`src/rtl/wkup_pkg.sv`:
```
package wkup_pkg;

   // Terminal value of the prescaler for a divided-source code.
   function automatic int unsigned presc_last(input int unsigned code,
                                              input int unsigned top_log);
      return (1 << (top_log - code)) - 1;
   endfunction

endpackage

```
`src/rtl/wkup_sync.sv`:
```
module wkup_sync #(
   parameter int unsigned STAGES = 2
) (
   input  logic clk,
   input  logic rst_n,
   input  logic slow_en,
   input  logic cfg_en,
   output logic run,
   output logic wr_allowed
);
   logic [STAGES-1:0] sh_q;

   generate
      if (STAGES < 2) begin : g_bad_stages
         $error("wkup_sync needs at least two stages");
      end
   endgenerate

   always_ff @(posedge clk or negedge rst_n) begin
      if (!rst_n) begin
         sh_q       <= '0;
         wr_allowed <= 1'b1;
      end else begin
         if (slow_en) sh_q <= {sh_q[STAGES-2:0], cfg_en};
         // open only when the request is low and every stage has drained
         wr_allowed <= !cfg_en && (sh_q == '0);
      end
   end

   assign run = sh_q[STAGES-1];
endmodule

```
`src/rtl/wkup_presc.sv`:
```
module wkup_presc #(
   parameter int unsigned SEL_W   = 3,
   parameter int unsigned TOP_LOG = 4
) (
   input  logic             clk,
   input  logic             rst_n,
   input  logic             run,
   input  logic             slow_en,
   input  logic             sec_tick,
   input  logic [SEL_W-1:0] sel,
   output logic             tick
);
   import wkup_pkg::*;
   localparam int unsigned NDIV = 1 << (SEL_W - 1);

   logic [TOP_LOG-1:0] lim [NDIV];
   logic [TOP_LOG-1:0] div_q;
   logic [TOP_LOG-1:0] last;
   logic               direct;

   generate
      if (SEL_W < 2) begin : g_bad_sel
         $error("wkup_presc needs a selection of two or more bits");
      end
      if (TOP_LOG < NDIV) begin : g_bad_log
         $error("wkup_presc: TOP_LOG too small for the divided codes");
      end
      for (genvar c = 0; c < NDIV; c++) begin : g_lim
         assign lim[c] = TOP_LOG'(presc_last(c, TOP_LOG));
      end
   endgenerate

   assign direct = sel[SEL_W-1];
   assign last   = lim[sel[SEL_W-2:0]];

   always_ff @(posedge clk or negedge rst_n) begin
      if (!rst_n)                  div_q <= '0;
      else if (!run)               div_q <= '0;
      else if (slow_en && !direct) div_q <= (div_q == last) ? '0 : div_q + 1'b1;
   end

   assign tick = run && (direct ? sec_tick : (slow_en && (div_q == last)));
endmodule

```
`src/rtl/wkup_count.sv`:
```
module wkup_count #(
   parameter int unsigned RLD_W = 16
) (
   input  logic             clk,
   input  logic             rst_n,
   input  logic             run,
   input  logic             tick,
   input  logic [RLD_W-1:0] reload,
   input  logic             flag_clr,
   output logic [RLD_W-1:0] cnt_q,
   output logic             wake_flag
);
   logic at_zero;
   assign at_zero = (cnt_q == '0);

   always_ff @(posedge clk or negedge rst_n) begin
      if (!rst_n)       cnt_q <= '1;
      else if (!run)    cnt_q <= reload;
      else if (tick)    cnt_q <= at_zero ? reload : cnt_q - 1'b1;
   end

   always_ff @(posedge clk or negedge rst_n) begin
      if (!rst_n)                        wake_flag <= 1'b0;
      else if (run && tick && at_zero)   wake_flag <= 1'b1;
      else if (flag_clr)                 wake_flag <= 1'b0;
   end
endmodule

```
`src/rtl/wkup_timer.sv`:
```
module wkup_timer #(
   parameter int unsigned RLD_W       = 16,
   parameter int unsigned SEL_W       = 3,
   parameter int unsigned TOP_LOG     = 4,
   parameter int unsigned SYNC_STAGES = 2
) (
   input  logic             clk,
   input  logic             rst_n,
   input  logic             slow_en,
   input  logic             sec_tick,
   input  logic             cfg_en,
   input  logic             wr_valid,
   input  logic [RLD_W-1:0] wr_reload,
   input  logic [SEL_W-1:0] wr_sel,
   input  logic             flag_clr,
   output logic             wr_allowed,
   output logic             wake_flag
);
   logic [RLD_W-1:0] cfg_reload_q;
   logic [SEL_W-1:0] cfg_sel_q;
   logic [RLD_W-1:0] count_q;
   logic             run_s;
   logic             tick_s;

   generate
      if (RLD_W < 2) begin : g_bad_rld
         $error("wkup_timer: reload width too small");
      end
   endgenerate

   always_ff @(posedge clk or negedge rst_n) begin
      if (!rst_n) begin
         cfg_reload_q <= '1;
         cfg_sel_q    <= '0;
      end else if (wr_valid && wr_allowed) begin
         cfg_reload_q <= wr_reload;
         cfg_sel_q    <= wr_sel;
      end
   end

   wkup_sync #(.STAGES(SYNC_STAGES)) u_sync (
      .clk(clk), .rst_n(rst_n), .slow_en(slow_en), .cfg_en(cfg_en),
      .run(run_s), .wr_allowed(wr_allowed)
   );

   wkup_presc #(.SEL_W(SEL_W), .TOP_LOG(TOP_LOG)) u_presc (
      .clk(clk), .rst_n(rst_n), .run(run_s), .slow_en(slow_en),
      .sec_tick(sec_tick), .sel(cfg_sel_q), .tick(tick_s)
   );

   wkup_count #(.RLD_W(RLD_W)) u_count (
      .clk(clk), .rst_n(rst_n), .run(run_s), .tick(tick_s),
      .reload(cfg_reload_q), .flag_clr(flag_clr),
      .cnt_q(count_q), .wake_flag(wake_flag)
   );
endmodule

```
`config.mk`:
```
export PLATFORM = sky130hd
export DESIGN_NAME = wkup_timer
export DESIGN_NICKNAME = d
export VERILOG_FILES = /design/src/rtl/wkup_pkg.sv /design/src/rtl/wkup_sync.sv /design/src/rtl/wkup_presc.sv /design/src/rtl/wkup_count.sv /design/src/rtl/wkup_timer.sv
export SDC_FILE = /design/constraint.sdc
export NUM_CORES = 1
export LEC_CHECK = 0
export ABC_AREA = 1
export CAP_MARGIN = 0
export CORE_ASPECT_RATIO = 0.5
export CORE_MARGIN = 1
export CORE_UTILIZATION = 60
export DETAILED_ROUTE_END_ITERATION = 8
export PLACE_DENSITY = 0.9
export SYNTH_ARGS = -nofsm -noshare
export SYNTH_HDL_FRONTEND = slang
export SYNTH_SLANG_ARGS = --single-unit
export TNS_END_PERCENT = 30
```
`constraint.sdc`:
```
create_clock -name clk -period 4.1 [get_ports clk]
set_clock_uncertainty 0.05 [all_clocks]
set_input_delay 0.82 -clock clk [delete_from_list [all_inputs] [get_ports clk]]
set_output_delay 0.82 -clock clk [all_outputs]
set_load 0.02 [all_outputs]
```
## Word-level counts from Yosys, hierarchy flattened

Index checks and enable logic that the tools add are counted.

| operators by class | value |
|---|---|
| add/subtract/negate cells | 2 |
| order comparisons | 1 |
| equal/unequal tests | 3 |
| multiplexer cells | 12 |
| bitwise operators | 1 |
| reductions and logical operators | 12 |

Operator list:

| cell | number |
|---|---|
| two-way mux 16 bit | 3 |
| two-way mux 4 bit | 5 |
| zero test 16 bit | 1 |
| subtractor 16 x 1 -> 16 bit (second input constant) | 1 |
| binary-select mux 4 bit (select 2 bit) | 1 |
| logical AND 1 bit | 7 |
| adder 4 x 1 -> 4 bit (second input constant) | 1 |
| equality test 4 bit | 1 |
| != test 2 x 1 -> 1 bit (second input constant) | 2 |
| >= comparator 3 bit (second input constant) | 1 |
| two-way mux 1 bit | 3 |
| NOT 2 -> 3 bit | 1 |
| zero test 1 bit | 2 |
| zero test 2 bit | 1 |
| nonzero test 2 bit | 1 |

| word-level totals | value |
|---|---|
| register bits | 43 |
| output and inout port bits | 2 |
| word-level logic and storage cells | 38 |

## Depth between registers and ports, before layout

Gate-level depths: netlist of the first run.

| logic depth | value |
|---|---|
| depth after elaboration | 11 |
| gate-level depth with buffers | 12 |
| depth with buffers taken out | 11 |

## By module

From an unflattened synthesis of the first run, not the netlist that was laid out.

| second synthesis, totals | value |
|---|---|
| cell total of the unflattened synthesis | 356 |
| area total of the unflattened synthesis | 2,561.2 µm² |

Modules (own cells, without submodules):

| module | times used | cells each | area each (µm²) |
|---|---|---|---|
| wkup_count | 1 | 212 | 1,353.8 |
| wkup_timer | 1 | 82 | 794.5 |
| wkup_presc | 1 | 48 | 292.8 |
| wkup_sync | 1 | 14 | 120.1 |

## Least setup slack after synthesis of the first run

OpenSTA, ideal clock, no wires.

| path | value |
|---|---|
| kind | input-to-reg |
| start | input slow_en |
| end | register u_count.cnt_q[15] |
| data arrival time | 1.593 ns |
| path slack | 2.380 ns |
| stages | 8 |
| buffers on the path | 1 |
| cells stage by stage | inv_1 > nor2_1 > nand4_1 > nand3_2 > inv_2 > buf_4 > nand2_1 > nand2_1 |

| between the ends | value |
|---|---|
| word-level cells in the longest chain between the ends | 4 |

Ends and longest elaborated chain:

| item | line | source |
|---|---|---|
| from (decl) | wkup_timer.sv:9 | `input logic slow_en,` |
| logical AND 1 bit | wkup_presc.sv:42 | `assign tick = run && (direct ? sec_tick : (slow_en && (div_q == last)));` |
| two-way mux 1 bit | wkup_presc.sv:42 |  |
| logical AND 1 bit | wkup_presc.sv:42 |  |
| != test 2 x 1 -> 1 bit (no source line) | n/a |  |
| to (signal assigned) | wkup_count.sv:18 | `else if (!run) cnt_q <= reload;` |
| to (signal assigned) | wkup_count.sv:19 | `else if (tick) cnt_q <= at_zero ? reload : cnt_q - 1'b1;` |
| to (decl) | wkup_count.sv:10 | `output logic [RLD_W-1:0] cnt_q,` |

Every way passes these cells.
A chain may end at the register's enable or synchronous reset.

## Worst setup path after layout of the first run

| path | value |
|---|---|
| start | input slow_en |
| end | register u_count.cnt_q[10] |

The elaborated chain is that of the path after synthesis.

==> metrics.txt, run 1 <==
# TYPE chip_impl_metric gauge
chip_impl_metric{name="overflow",unit=""} 0
chip_impl_metric{name="min_period",unit="ns"} 2.32
chip_impl_metric{name="dr.pass1.iters",unit=""} 4
chip_impl_metric{name="totalNegativeSetupSlack",unit="ns"} 0
chip_impl_metric{name="worst-slew-pin-transition",unit="ns"} 0.943
chip_impl_metric{name="floorplan.core_area",unit="µm²"} 3620
chip_impl_metric{name="fmax",unit="GHz"} 0.431
chip_impl_metric{name="global_route.usage.total",unit="%"} 26.9
chip_impl_metric{name="worstPathArrival",unit="ns"} 2.50
chip_impl_metric{name="max-slew-margin-rel",unit="%"} 37.0
chip_impl_info{name="netlist.top_cell.by_area",value="dfstp_2"} 1
chip_impl_metric{name="port_buffers",unit=""} 27
chip_impl_info{name="min_to",value="u_sync.wr_allowed$_DFF_PN1_"} 1
chip_impl_metric{name="vias_per_cell",unit=""} 5.32
chip_impl_metric{name="area.growth.synth_to_final",unit="%"} 15.3
chip_impl_metric{name="synth_xor_area_share",unit="%"} 1.47
chip_impl_info{name="cts_root_buf",value="clkbuf_8"} 1
chip_impl_metric{name="final_core_util",unit="%"} 75.9
chip_impl_metric{name="yosysTopAreaCellShare",unit="%"} 36.3
chip_impl_metric{name="synthesis.area_per_instance",unit="µm²"} 7.48
chip_impl_info{name="status",value="completed"} 1
chip_impl_metric{name="placementRows",unit=""} 15
chip_impl_metric{name="drt.antenna.violating_nets",unit=""} 0
chip_impl_info{name="rsz_0062_raised_after_global_routing",value="false"} 1
chip_impl_metric{name="dpl.hpwl",unit="mm"} 3.63
chip_impl_metric{name="vdd_ir_drop_max",unit="V"} 0.000277
chip_impl_metric{name="place.gp.congestion",unit=""} 0.873
chip_impl_metric{name="wire_per_inst",unit="µm"} 13.2
chip_impl_metric{name="boundaryPins",unit=""} 28
chip_impl_info{name="tritoncts",value="done"} 1
chip_impl_metric{name="ctsLongestPathBuffers",unit=""} 2
chip_impl_metric{name="drcViolationCount",unit=""} 0
chip_impl_metric{name="power.density_cell_area",unit="nW/µm²"} 537
chip_impl_metric{name="ys_seq_elements",unit=""} 43
chip_impl_metric{name="post_cts_resize_count",unit=""} 0
chip_impl_metric{name="drt_wl_total",unit="mm"} 5.23
chip_impl_metric{name="worst_r2r_path_depth",unit=""} 11
chip_impl_info{name="criticalPathCategory",value="in2reg"} 1
chip_impl_metric{name="clk_latency",unit="ns"} 0.30
chip_impl_metric{name="dieArea",unit="µm²"} 4250
chip_impl_metric{name="number_of_enable_type_register_cells_in_the_synthesized_netlist",unit=""} 0
chip_impl_metric{name="grt_pass1_vias",unit=""} 1892
chip_impl_metric{name="final.period_utilization",unit="%"} 56.6
chip_impl_metric{name="synth.cell_area",unit="µm²"} 2390
chip_impl_metric{name="cts_made_buffers",unit=""} 5
chip_impl_info{name="end_of_the_worst_register_to_register_path",value="u_count.cnt_q[6]$_DFFE_PN1P_"} 1
chip_impl_info{name="holdCritPathClass",value="reg2reg"} 1
chip_impl_metric{name="static_power_due_to_leakage",unit="nW"} 1.34
chip_impl_metric{name="chipHeight",unit="µm"} 46.6
chip_impl_info{name="r2r_start",value="u_count.cnt_q[0]$_DFFE_PN1P_"} 1
chip_impl_metric{name="setup.reg_to_reg.worst_slack",unit="ns"} 2.11
chip_impl_metric{name="layout-drive-gt1-share",unit="%"} 16.8
chip_impl_metric{name="grt_antenna_before_repair",unit=""} 0
chip_impl_metric{name="cts_hold_repair.buffers",unit=""} 0
chip_impl_metric{name="worst_ep_required_time",unit="ns"} 4.28
chip_impl_metric{name="antenna-diode-count",unit=""} 0
chip_impl_metric{name="mappedNetlistNets",unit=""} 348
chip_impl_metric{name="grt_first_pass_wirelength",unit="mm"} 8.52
chip_impl_metric{name="yosysSeqAreaShare",unit="%"} 46.8
chip_impl_info{name="most_frequent_cells_after_synthesis",value="126 x nand2_1, 38 x nor2_1, 33 x dfstp_2"} 1
chip_impl_metric{name="post_synth_inst_count",unit=""} 319
chip_impl_metric{name="min_path_cells",unit=""} 1
chip_impl_metric{name="synth.yosys.warnings",unit=""} 0
chip_impl_info{name="synthMostInstantiatedCell",value="nand2_1"} 1
chip_impl_metric{name="clock_sink_count",unit=""} 43
chip_impl_metric{name="synthArstFlopShare",unit="%"} 100
chip_impl_metric{name="setup_viol_count_final",unit=""} 0
chip_impl_metric{name="drt_iter0_drc",unit=""} 137
chip_impl_metric{name="grt_start_max_net_pins",unit=""} 44
chip_impl_info{name="synth_top_family_by_area",value="simple AND/OR/NAND/NOR gates"} 1
chip_impl_metric{name="final_net_count",unit=""} 374
chip_impl_metric{name="compound_gate_fraction_of_synth_area",unit="%"} 5.09
chip_impl_metric{name="num_vias",unit=""} 2113
chip_impl_metric{name="synth.mux.area_fraction",unit="%"} 4.25
chip_impl_metric{name="timing.critical_path.fanout_max",unit=""} 17
chip_impl_metric{name="simple_gate_share_of_the_synthesized_area",unit="%"} 33.4
chip_impl_info{name="synth.top_cells.by_area",value="dfstp_2 36%, nand2_1 20%, dfrtp_1 10%"} 1
chip_impl_metric{name="maxSlewViolCount",unit=""} 0
chip_impl_metric{name="post_cts.repair.setup_buffers",unit=""} 0
chip_impl_metric{name="initial_core_util",unit="%"} 65.9
chip_impl_metric{name="path_clk_slew",unit="ns"} 0.07
chip_impl_info{name="holdCritStartpoint",value="u_sync.sh_q[0]$_DFFE_PN0P_"} 1
chip_impl_info{name="synth_flop_cell",value="dfstp_2"} 1
chip_impl_metric{name="hold_violations",unit=""} 0
chip_impl_info{name="critical_path.endpoint_type",value="flop"} 1
chip_impl_metric{name="yosys.area_share.adder",unit="%"} 1.57
chip_impl_metric{name="yosysUniqueCellTypes",unit=""} 27
chip_impl_metric{name="die-width",unit="µm"} 91.2
chip_impl_info{name="setup.worst_path.start_class",value="primary input"} 1
chip_impl_metric{name="ctsHtreeMaxLevel",unit=""} 2
chip_impl_metric{name="cap_violations",unit=""} 0
==> placed cells by master (no fill, tap or decap), drive strengths merged <==
| cell type | netlist | layout |
|---|---|---|
| xnor2 | 3 | 3 |
| inv | 32 | 32 |
| dfstp | 33 | 33 |
| nand3 | 20 | 20 |
| nand4 | 3 | 3 |
| o21ai | 10 | 10 |
| a21oi | 13 | 13 |
| nand3b | 2 | 2 |
| o22ai | 1 | 1 |
| ha | 3 | 3 |
| clkdlybuf4s50 | 0 | 26 |
| clkbuf | 2 | 7 |
| nand2 | 128 | 128 |
| mux2 | 9 | 9 |
| or2 | 1 | 1 |
| dfrtp | 10 | 10 |
| xor2 | 1 | 1 |
| nor3 | 1 | 1 |
| nor2 | 41 | 41 |
| buf | 6 | 1 |
| clkinv | 0 | 1 |
==> metrics by stage <==
stage	worst slack, ns	instances	hold slack, ns	total power [W]	cell area [µm²]
final	1.78	397	0.395	0.00148	2750
after global routing	1.65	397	0.410	0.00157	2750
after CTS	1.80	397	0.393	0.00147	2750
after detailed placement	1.58	389	0.387	0.00119	2660
after global placement	1.63	389	0.368	0.00116	2660
after floorplan	2.38	319	0.343	0.00105	2390
==> power by group <==
part	leakage [nW]	switching (W)	internal [W]	total, W
Combinational	0.815	0.000290	0.000188	0.000478
Clock	0.0482	0.000140	0.000136	0.000276
Sequential	0.474	0.000111	0.000613	0.000724
==> worst max-delay path: stages <==
cell and delay, ns:
clkdlybuf4s50_1 0.50, inv_1 0.06, nor2_1 0.21, nand4_1 0.19
nand3_2 0.31, inv_2 0.22, nand2_1 0.12, nand2_1 0.06
==> cell type report <==
cell class | count | area, µm²
Sequential cell | 43 | 1120
Multi-Input combinational cell | 236 | 1090
Fill cell | 238 | 872
Timing Repair Buffer | 27 | 265
Inverter | 32 | 120
Clock buffer | 7 | 86.3
Tap cell | 51 | 63.8
Clock inverter | 1 | 5.00
==> sequential cells by signal, indices dropped and copies added (netlist names) <==
name and cells:
cfg_sel_q 3, u_count.wake_flag 1, cfg_reload_q 16, u_sync.sh_q 2, u_sync.wr_allowed 1, u_presc.div_q 4, u_count.cnt_q 16
==> layer usage <==
metal | up-vias | part of all wire [%] | global-route usage (%) | routed length (µm)
li1 | 1044 | - | - | -
met3 | 15 | 6.3 | 6.60 | 332
met4 | 0 | 2.1 | 11.4 | 112
met1 | 989 | 45 | 33.9 | 2340
met5 | - | 0 | 0 | 0
met2 | 65 | 47 | 46.2 | 2440
==> logic make-up after synthesis <==
kind of cell	after synthesis
AO/OA/AOI/OAI	24
XOR/XNOR	4
adder cells (fa/ha/maj)	3
buffers and inverters	40
flip-flops	43
multiplexers	9
AND/OR/NAND/NOR	196
==> worst max-delay path by stage <==
stage / startpoint / end / slack (ns) / depth (start not counted)
final: slow_en / u_count.cnt_q[10]$_DFFE_PN1P_ / 1.78 / 8
after detailed placement: slow_en / u_count.cnt_q[6]$_DFFE_PN1P_ / 1.58 / 8
after global routing: slow_en / u_count.cnt_q[4]$_DFFE_PN1P_ / 1.65 / 8
after CTS: u_sync.wr_allowed$_DFF_PN1_ / wr_allowed / 1.80 / 1
after global placement: wr_valid / cfg_sel_q[2]$_DFFE_PN0P_ / 1.63 / 3
after floorplan: slow_en / u_count.cnt_q[15]$_DFFE_PN1P_ / 2.38 / 8
No activity file was read; power rests on OpenSTA's default activity.
==> run 2: changes to the inputs <==
--- a/config.mk
+++ b/config.mk
@@ -9,9 +9,9 @@
 export CAP_MARGIN = 0
 export CORE_ASPECT_RATIO = 0.5
 export CORE_MARGIN = 1
-export CORE_UTILIZATION = 60
+export CORE_UTILIZATION = 56
 export DETAILED_ROUTE_END_ITERATION = 8
-export PLACE_DENSITY = 0.9
+export PLACE_DENSITY = 0.85
 export SYNTH_ARGS = -nofsm -noshare
 export SYNTH_HDL_FRONTEND = slang
 export SYNTH_SLANG_ARGS = --single-unit
==> constraint.sdc (replaced) <==
create_clock -name clk -period 2.28 [get_ports clk]
set_clock_uncertainty 0.05 [all_clocks]
set_input_delay 0.456 -clock clk [delete_from_list [all_inputs] [get_ports clk]]
set_output_delay 0.456 -clock clk [all_outputs]
set_load 0.02 [all_outputs]
==> metrics.txt, run 2 (synthesized netlist as in run 1, its figures left out) <==
# TYPE chip_impl_metric gauge
chip_impl_info{name="status",value="completed"} 1
chip_impl_metric{name="timing.critical_path.fanout_max",unit=""} 20
chip_impl_metric{name="drt.antenna.violating_nets",unit=""} 0
chip_impl_info{name="reg_top3",value="cfg_reload_q: 16 flops, u_count.cnt_q: 16 flops, u_presc.div_q: 4 flops"} 1
chip_impl_metric{name="cp.buffers_inverters",unit=""} 2
chip_impl_metric{name="chipHeight",unit="µm"} 48.2
chip_impl_info{name="criticalPathCategory",value="reg2reg"} 1
chip_impl_metric{name="floorplan.core_area",unit="µm²"} 3980
chip_impl_metric{name="ctsHtreeMaxLevel",unit=""} 2
chip_impl_info{name="cts_root_buf",value="clkbuf_8"} 1
chip_impl_metric{name="final_design_area_no_fill",unit="µm²"} 2770
chip_impl_metric{name="final_cell_count_no_fill",unit=""} 403
chip_impl_info{name="critical-path-slowest-cell",value="dfstp_2"} 1
chip_impl_metric{name="vdd_ir_drop_max",unit="V"} 0.000485
chip_impl_metric{name="post_cts.repair.setup_buffers",unit=""} 0
chip_impl_metric{name="num_vias",unit=""} 2050
chip_impl_metric{name="die-width",unit="µm"} 94.3
chip_impl_metric{name="drt_wl_total",unit="mm"} 5.08
chip_impl_metric{name="final.fill_count",unit=""} 321
chip_impl_metric{name="worstPathArrival",unit="ns"} 2.14
chip_impl_metric{name="placedInstanceArea",unit="µm²"} 2690
chip_impl_metric{name="hold_violations",unit=""} 0
chip_impl_metric{name="grt_antenna_before_repair",unit=""} 0
chip_impl_metric{name="cts_hold_repair.buffers",unit=""} 0
chip_impl_metric{name="cpPeakStageDelay",unit="ns"} 0.55
chip_impl_metric{name="worst-slew-pin-transition",unit="ns"} 0.562
chip_impl_info{name="r2r_start",value="u_count.cnt_q[0]$_DFFE_PN1P_"} 1
chip_impl_info{name="critical_path.cell_chain",value="inv_1 > ha_1 > nand2_1 > nor2_1 > nand2_2 > nand2_2 > inv_2 > nand2_1 > nand2_1 > nand2_1 > nand2_1"} 1
chip_impl_metric{name="dr.pass1.iters",unit=""} 5
chip_impl_metric{name="setup_viol_count_final",unit=""} 0
chip_impl_metric{name="final.period_utilization",unit="%"} 85.4
chip_impl_info{name="holdCritPathClass",value="in2async"} 1
chip_impl_metric{name="static_power_due_to_leakage",unit="nW"} 1.34
chip_impl_metric{name="post_cts_resize_count",unit=""} 0
chip_impl_metric{name="vias_per_cell",unit=""} 5.09
chip_impl_metric{name="antenna-diode-count",unit=""} 0
chip_impl_info{name="critPathMostFrequentCell",value="nand2_1"} 1
chip_impl_metric{name="wire_per_inst",unit="µm"} 12.6
chip_impl_info{name="setup.worst_path.start_class",value="flop"} 1
chip_impl_metric{name="ctsLongestPathBuffers",unit=""} 2
chip_impl_metric{name="global_route.usage.total",unit="%"} 24.4
chip_impl_metric{name="layout-drive-gt1-share",unit="%"} 17.5
chip_impl_metric{name="drcViolationCount",unit=""} 0
chip_impl_metric{name="multi_input_area",unit="µm²"} 1090
chip_impl_metric{name="placementRows",unit=""} 16
chip_impl_metric{name="regArea",unit="µm²"} 1120
chip_impl_metric{name="place.gp.congestion",unit=""} 0.878
chip_impl_metric{name="grt_first_pass_wirelength",unit="mm"} 8.17
chip_impl_metric{name="path_clk_slew",unit="ns"} 0.09
chip_impl_metric{name="drt_iter0_drc",unit=""} 105
chip_impl_info{name="cell_family_with_most_cp_delay",value="simple AND/OR/NAND/NOR gates"} 1
chip_impl_metric{name="worst_ep_required_time",unit="ns"} 2.47
chip_impl_info{name="rsz_0062_raised_after_global_routing",value="false"} 1
chip_impl_metric{name="grt_start_max_net_pins",unit=""} 44
chip_impl_metric{name="power.density_cell_area",unit="nW/µm²"} 950
chip_impl_metric{name="boundaryPins",unit=""} 28
chip_impl_metric{name="clock_sink_count",unit=""} 43
chip_impl_info{name="critical_path.endpoint_type",value="flop"} 1
chip_impl_metric{name="grt_pass1_vias",unit=""} 1817
chip_impl_metric{name="maxSlewViolCount",unit=""} 0
chip_impl_metric{name="final_net_count",unit=""} 377
chip_impl_metric{name="max-slew-margin-rel",unit="%"} 62.5
chip_impl_metric{name="dpl.hpwl",unit="mm"} 3.79
chip_impl_metric{name="port_buffers",unit=""} 27
chip_impl_metric{name="placed_cells_incl_taps",unit=""} 395
chip_impl_info{name="layout_commonest_cell",value="nand2_1"} 1
chip_impl_info{name="startpoint",value="u_count.cnt_q[0]$_DFFE_PN1P_"} 1
chip_impl_metric{name="initial_core_util",unit="%"} 59.9
chip_impl_metric{name="cap_violations",unit=""} 0
chip_impl_metric{name="clk_latency",unit="ns"} 0.30
chip_impl_info{name="most-common-layout-cells",value="126 x nand2_1, 38 x nor2_1, 33 x dfstp_2, 30 x inv_1, 26 x clkdlybuf4s50_1"} 1
chip_impl_metric{name="min_period",unit="ns"} 1.95
chip_impl_metric{name="dieArea",unit="µm²"} 4540
chip_impl_metric{name="cts_made_buffers",unit=""} 5
chip_impl_metric{name="area.growth.synth_to_final",unit="%"} 16.1
chip_impl_info{name="tritoncts",value="done"} 1
chip_impl_metric{name="overflow",unit=""} 0
chip_impl_metric{name="totalNegativeSetupSlack",unit="ns"} 0
chip_impl_metric{name="fmax",unit="GHz"} 0.513
## run 2: cell types whose count changed in the layout (fill, tap and decap cells not counted)
cell,delta
buf_4,+3
clkbuf_8,-1
clkinvlp_4,+1
## run 2: routing by layer
layer	track usage [%]	up-vias	wire length (µm)
met5	0	-	0
met4	8.62	0	59
met3	6.70	9	316
met2	38.4	61	2290
met1	33.6	933	2410
li1	-	1047	-
## run 2: area by class of cell
class                           instances  share of cell area, %
Tap cell                               54                   2.44
Multi-Input combinational cell        236                   39.4
Timing Repair Buffer                   30                   10.4
Sequential cell                        43                   40.3
Clock inverter                          2                  0.452
Clock buffer                            6                   2.62
Inverter                               32                   4.34
## run 2: worst paths after layout
kind / depth (start not counted) / slack [ns] / to
worst max register to register: 11 / 0.33 / u_count.cnt_q[6]$_DFFE_PN1P_
max in group asynchronous: 2 / 1.64 / u_count.cnt_q[15]$_DFFE_PN1P_
worst max-delay path: 11 / 0.33 / u_count.cnt_q[6]$_DFFE_PN1P_
worst min-delay path: 2 / 0.15 / cfg_sel_q[2]$_DFFE_PN0P_
min in group clk: 1 / 0.39 / u_sync.wr_allowed$_DFF_PN1_
worst min register to register: 1 / 0.39 / u_sync.wr_allowed$_DFF_PN1_
## run 2: power breakdown
group	total, W	switching [W]	internal, W
Sequential	0.00129	0.000190	0.00110
Combinational	0.000854	0.000513	0.000342
Clock	0.000485	0.000271	0.000214
Total	0.00263	0.000973	0.00166
## run 2: metrics by stage
step	hold WS, ns	utilization [%]	setup slack, ns	power (W)
3_5_place_dp	0.380	67.4	0.271	0.00214
2_1_floorplan	0.110	-	0.718	0.00190
5_1_grt	0.202	69.5	0.165	0.00282
4_1_cts	0.172	69.5	0.329	0.00263
6_report	0.149	69.5	0.332	0.00263
3_3_place_gp	0.369	67.4	0.329	0.00209
## run 2: worst register-to-register path, cell delays in order, from the launching register on
cell and delay, ns:
dfstp_2 0.55, inv_1 0.07, ha_1 0.21, nand2_1 0.08, nor2_1 0.05, nand2_2 0.12, nand2_2 0.23, inv_2 0.26
nand2_1 0.09, nand2_1 0.07, nand2_1 0.06, nand2_1 0.07
==> run 3: changes to the inputs <==
--- a/config.mk
+++ b/config.mk
@@ -8,7 +8,7 @@
 export ABC_AREA = 1
 export CAP_MARGIN = 0
 export CORE_ASPECT_RATIO = 0.5
-export CORE_MARGIN = 1
+export CORE_MARGIN = 8
 export CORE_UTILIZATION = 56
 export DETAILED_ROUTE_END_ITERATION = 8
 export PLACE_DENSITY = 0.85
==> constraint.sdc (replaced) <==
create_clock -name clk -period 2 [get_ports clk]
set_clock_uncertainty 0.05 [all_clocks]
set_input_delay 0.4 -clock clk [delete_from_list [all_inputs] [get_ports clk]]
set_output_delay 0.4 -clock clk [all_outputs]
set_load 0.02 [all_outputs]
==> metrics.txt, run 3 (synthesized netlist as in run 1, its figures left out) <==
# TYPE chip_impl_metric gauge
chip_impl_info{name="criticalPathCategory",value="reg2out"} 1
chip_impl_metric{name="static_power_due_to_leakage",unit="nW"} 1.38
chip_impl_metric{name="initial_core_util",unit="%"} 59.6
chip_impl_info{name="most-common-layout-cells",value="126 x nand2_1, 38 x nor2_1, 33 x dfstp_2, 30 x inv_1, 26 x clkdlybuf4s50_1"} 1
chip_impl_info{name="rsz_0062_raised_after_global_routing",value="false"} 1
chip_impl_metric{name="placementRows",unit=""} 16
chip_impl_metric{name="grt_antenna_before_repair",unit=""} 0
chip_impl_metric{name="area.growth.synth_to_final",unit="%"} 19.3
chip_impl_info{name="r2r_start",value="u_count.cnt_q[0]$_DFFE_PN1P_"} 1
chip_impl_metric{name="final.period_utilization",unit="%"} 93.7
chip_impl_metric{name="ctsLongestPathBuffers",unit=""} 2
chip_impl_metric{name="wire_per_inst",unit="µm"} 13.6
chip_impl_metric{name="drt.antenna.violating_nets",unit=""} 0
chip_impl_metric{name="clock_sink_count",unit=""} 43
chip_impl_metric{name="floorplan.core_area",unit="µm²"} 4000
chip_impl_metric{name="path_clk_slew",unit="ns"} 0.08
chip_impl_metric{name="setup.reg_to_reg.worst_slack",unit="ns"} 0.15
chip_impl_metric{name="post_cts.repair.setup_buffers",unit=""} 0
chip_impl_metric{name="vias_per_cell",unit=""} 5.26
chip_impl_metric{name="totalNegativeSetupSlack",unit="ns"} 0
chip_impl_metric{name="grt_pass1_vias",unit=""} 2047
chip_impl_metric{name="worst-slew-pin-transition",unit="ns"} 0.347
chip_impl_info{name="critical_path.cell_chain",value="clkdlybuf4s50_1"} 1
chip_impl_metric{name="layout-drive-gt1-share",unit="%"} 18.0
chip_impl_metric{name="fmax",unit="GHz"} 0.533
chip_impl_metric{name="placedInstanceArea",unit="µm²"} 2730
chip_impl_metric{name="die-width",unit="µm"} 108
chip_impl_metric{name="final_design_area_no_fill",unit="µm²"} 2850
chip_impl_metric{name="worst_ep_required_time",unit="ns"} 1.55
chip_impl_info{name="end_of_the_worst_register_to_register_path",value="u_count.cnt_q[15]$_DFFE_PN1P_"} 1
chip_impl_metric{name="antenna-diode-count",unit=""} 0
chip_impl_metric{name="timing.critical_path.fanout_max",unit=""} 2
chip_impl_info{name="critical_path.endpoint_type",value="output pin"} 1
chip_impl_metric{name="grt_start_max_net_pins",unit=""} 44
chip_impl_metric{name="drcViolationCount",unit=""} 0
chip_impl_metric{name="worst_r2r_path_depth",unit=""} 10
chip_impl_metric{name="clk_latency",unit="ns"} 0.29
chip_impl_metric{name="final_net_count",unit=""} 378
chip_impl_info{name="setup.worst_path.start_class",value="flop"} 1
chip_impl_info{name="reg_top3",value="cfg_reload_q: 16 flops, u_count.cnt_q: 16 flops, u_presc.div_q: 4 flops"} 1
chip_impl_metric{name="chipHeight",unit="µm"} 62.2
chip_impl_metric{name="multi_input_area",unit="µm²"} 1090
chip_impl_metric{name="regArea",unit="µm²"} 1120
chip_impl_info{name="status",value="completed"} 1
chip_impl_info{name="critical-path-slowest-cell",value="clkdlybuf4s50_1"} 1
chip_impl_metric{name="dpl.hpwl",unit="mm"} 4.04
chip_impl_metric{name="hold_violations",unit=""} 0
chip_impl_metric{name="cap_violations",unit=""} 0
chip_impl_metric{name="boundaryPins",unit=""} 28
chip_impl_metric{name="overflow",unit=""} 0
chip_impl_info{name="cts_root_buf",value="clkbuf_8"} 1
chip_impl_info{name="cell_family_with_most_cp_delay",value="buffers and inverters"} 1
chip_impl_metric{name="drt_wl_total",unit="mm"} 5.51
chip_impl_metric{name="worstPathArrival",unit="ns"} 1.42
chip_impl_metric{name="setup_viol_count_final",unit=""} 0
chip_impl_metric{name="dr.pass1.iters",unit=""} 4
chip_impl_info{name="holdCritPathClass",value="in2async"} 1
chip_impl_metric{name="ctsHtreeMaxLevel",unit=""} 2
chip_impl_metric{name="final.fill_count",unit=""} 326
chip_impl_metric{name="place.gp.congestion",unit=""} 0.934
chip_impl_metric{name="cpPeakStageDelay",unit="ns"} 0.60
chip_impl_metric{name="cp.buffers_inverters",unit=""} 1
chip_impl_metric{name="min_period",unit="ns"} 1.87
chip_impl_info{name="layout_commonest_cell",value="nand2_1"} 1
chip_impl_metric{name="vdd_ir_drop_max",unit="V"} 0.000696
chip_impl_metric{name="global_route.usage.total",unit="%"} 16.5
chip_impl_metric{name="port_buffers",unit=""} 27
chip_impl_metric{name="power.density_cell_area",unit="nW/µm²"} 1110
chip_impl_metric{name="cts_hold_repair.buffers",unit=""} 0
chip_impl_metric{name="post_cts_resize_count",unit=""} 0
chip_impl_metric{name="final_core_util",unit="%"} 71.1
chip_impl_metric{name="maxSlewViolCount",unit=""} 0
chip_impl_metric{name="drt_iter0_drc",unit=""} 106
chip_impl_info{name="tritoncts",value="done"} 1
chip_impl_metric{name="grt_first_pass_wirelength",unit="mm"} 9.31
chip_impl_metric{name="dieArea",unit="µm²"} 6730
chip_impl_metric{name="cts_made_buffers",unit=""} 5
chip_impl_metric{name="num_vias",unit=""} 2125
chip_impl_metric{name="max-slew-margin-rel",unit="%"} 76.8
-- run 3: cell types whose count changed in the layout (fill, tap and decap cells not counted) --
| cell | delta |
|---|---|
| buf_12 | +3 |
| buf_4 | -2 |
| bufinv_16 | +1 |
| clkbuf_1 | -1 |
| clkbuf_8 | +1 |
| clkinvlp_4 | -1 |
-- run 3: worst max path at each step --
stage / startpoint / end / slack [ns] / depth (start not counted)
detailed placement: slow_en / u_count.cnt_q[9]$_DFFE_PN1P_ / 0.13 / 8
global route: u_count.cnt_q[0]$_DFFE_PN1P_ / u_count.cnt_q[8]$_DFFE_PN1P_ / 0.01 / 11
finish: u_sync.wr_allowed$_DFF_PN1_ / wr_allowed / 0.13 / 1
CTS: u_sync.wr_allowed$_DFF_PN1_ / wr_allowed / 0.12 / 1
global placement: slow_en / u_count.cnt_q[9]$_DFFE_PN1P_ / 0.19 / 8
floorplan: u_count.cnt_q[0]$_DFFE_PN1P_ / u_count.cnt_q[1]$_DFFE_PN1P_ / 0.44 / 11
-- run 3: report_power, final --
group	internal (W)	leakage, nW	switching (W)
sequential	0.00126	0.474	0.000221
combinational	0.000404	0.849	0.000585
clock	0.000404	0.0612	0.000291
total	0.00206	1.38	0.00110
-- run 3: cell type report --
type | count | area share (%)
Sequential cell | 43 | 39.2
Tap cell | 54 | 2.37
Inverter | 32 | 4.22
Multi-Input combinational cell | 236 | 38.4
Timing Repair Buffer | 31 | 11.7
Clock buffer | 6 | 2.90
Clock inverter | 2 | 1.23
-- run 3: metal layers --
layer | track usage (%) | wire, µm | up-vias
met1 | 21.3 | 2450 | 986
met5 | 0 | 0 | -
met3 | 4.53 | 339 | 8
met2 | 27.3 | 2670 | 78
li1 | - | - | 1053
met4 | 2.54 | 50 | 0
-- run 3: per-stage QoR --
step	cells	hold slack, ns	worst slack (ns)	total power (W)
3_3_place_gp	396	0.336	0.190	0.00240
6_report	404	0.0142	0.125	0.00316
4_1_cts	404	0.0220	0.116	0.00316
3_5_place_dp	396	0.339	0.134	0.00246
2_1_floorplan	319	0.0544	0.438	0.00216
5_1_grt	404	0.0258	0.00951	0.00338
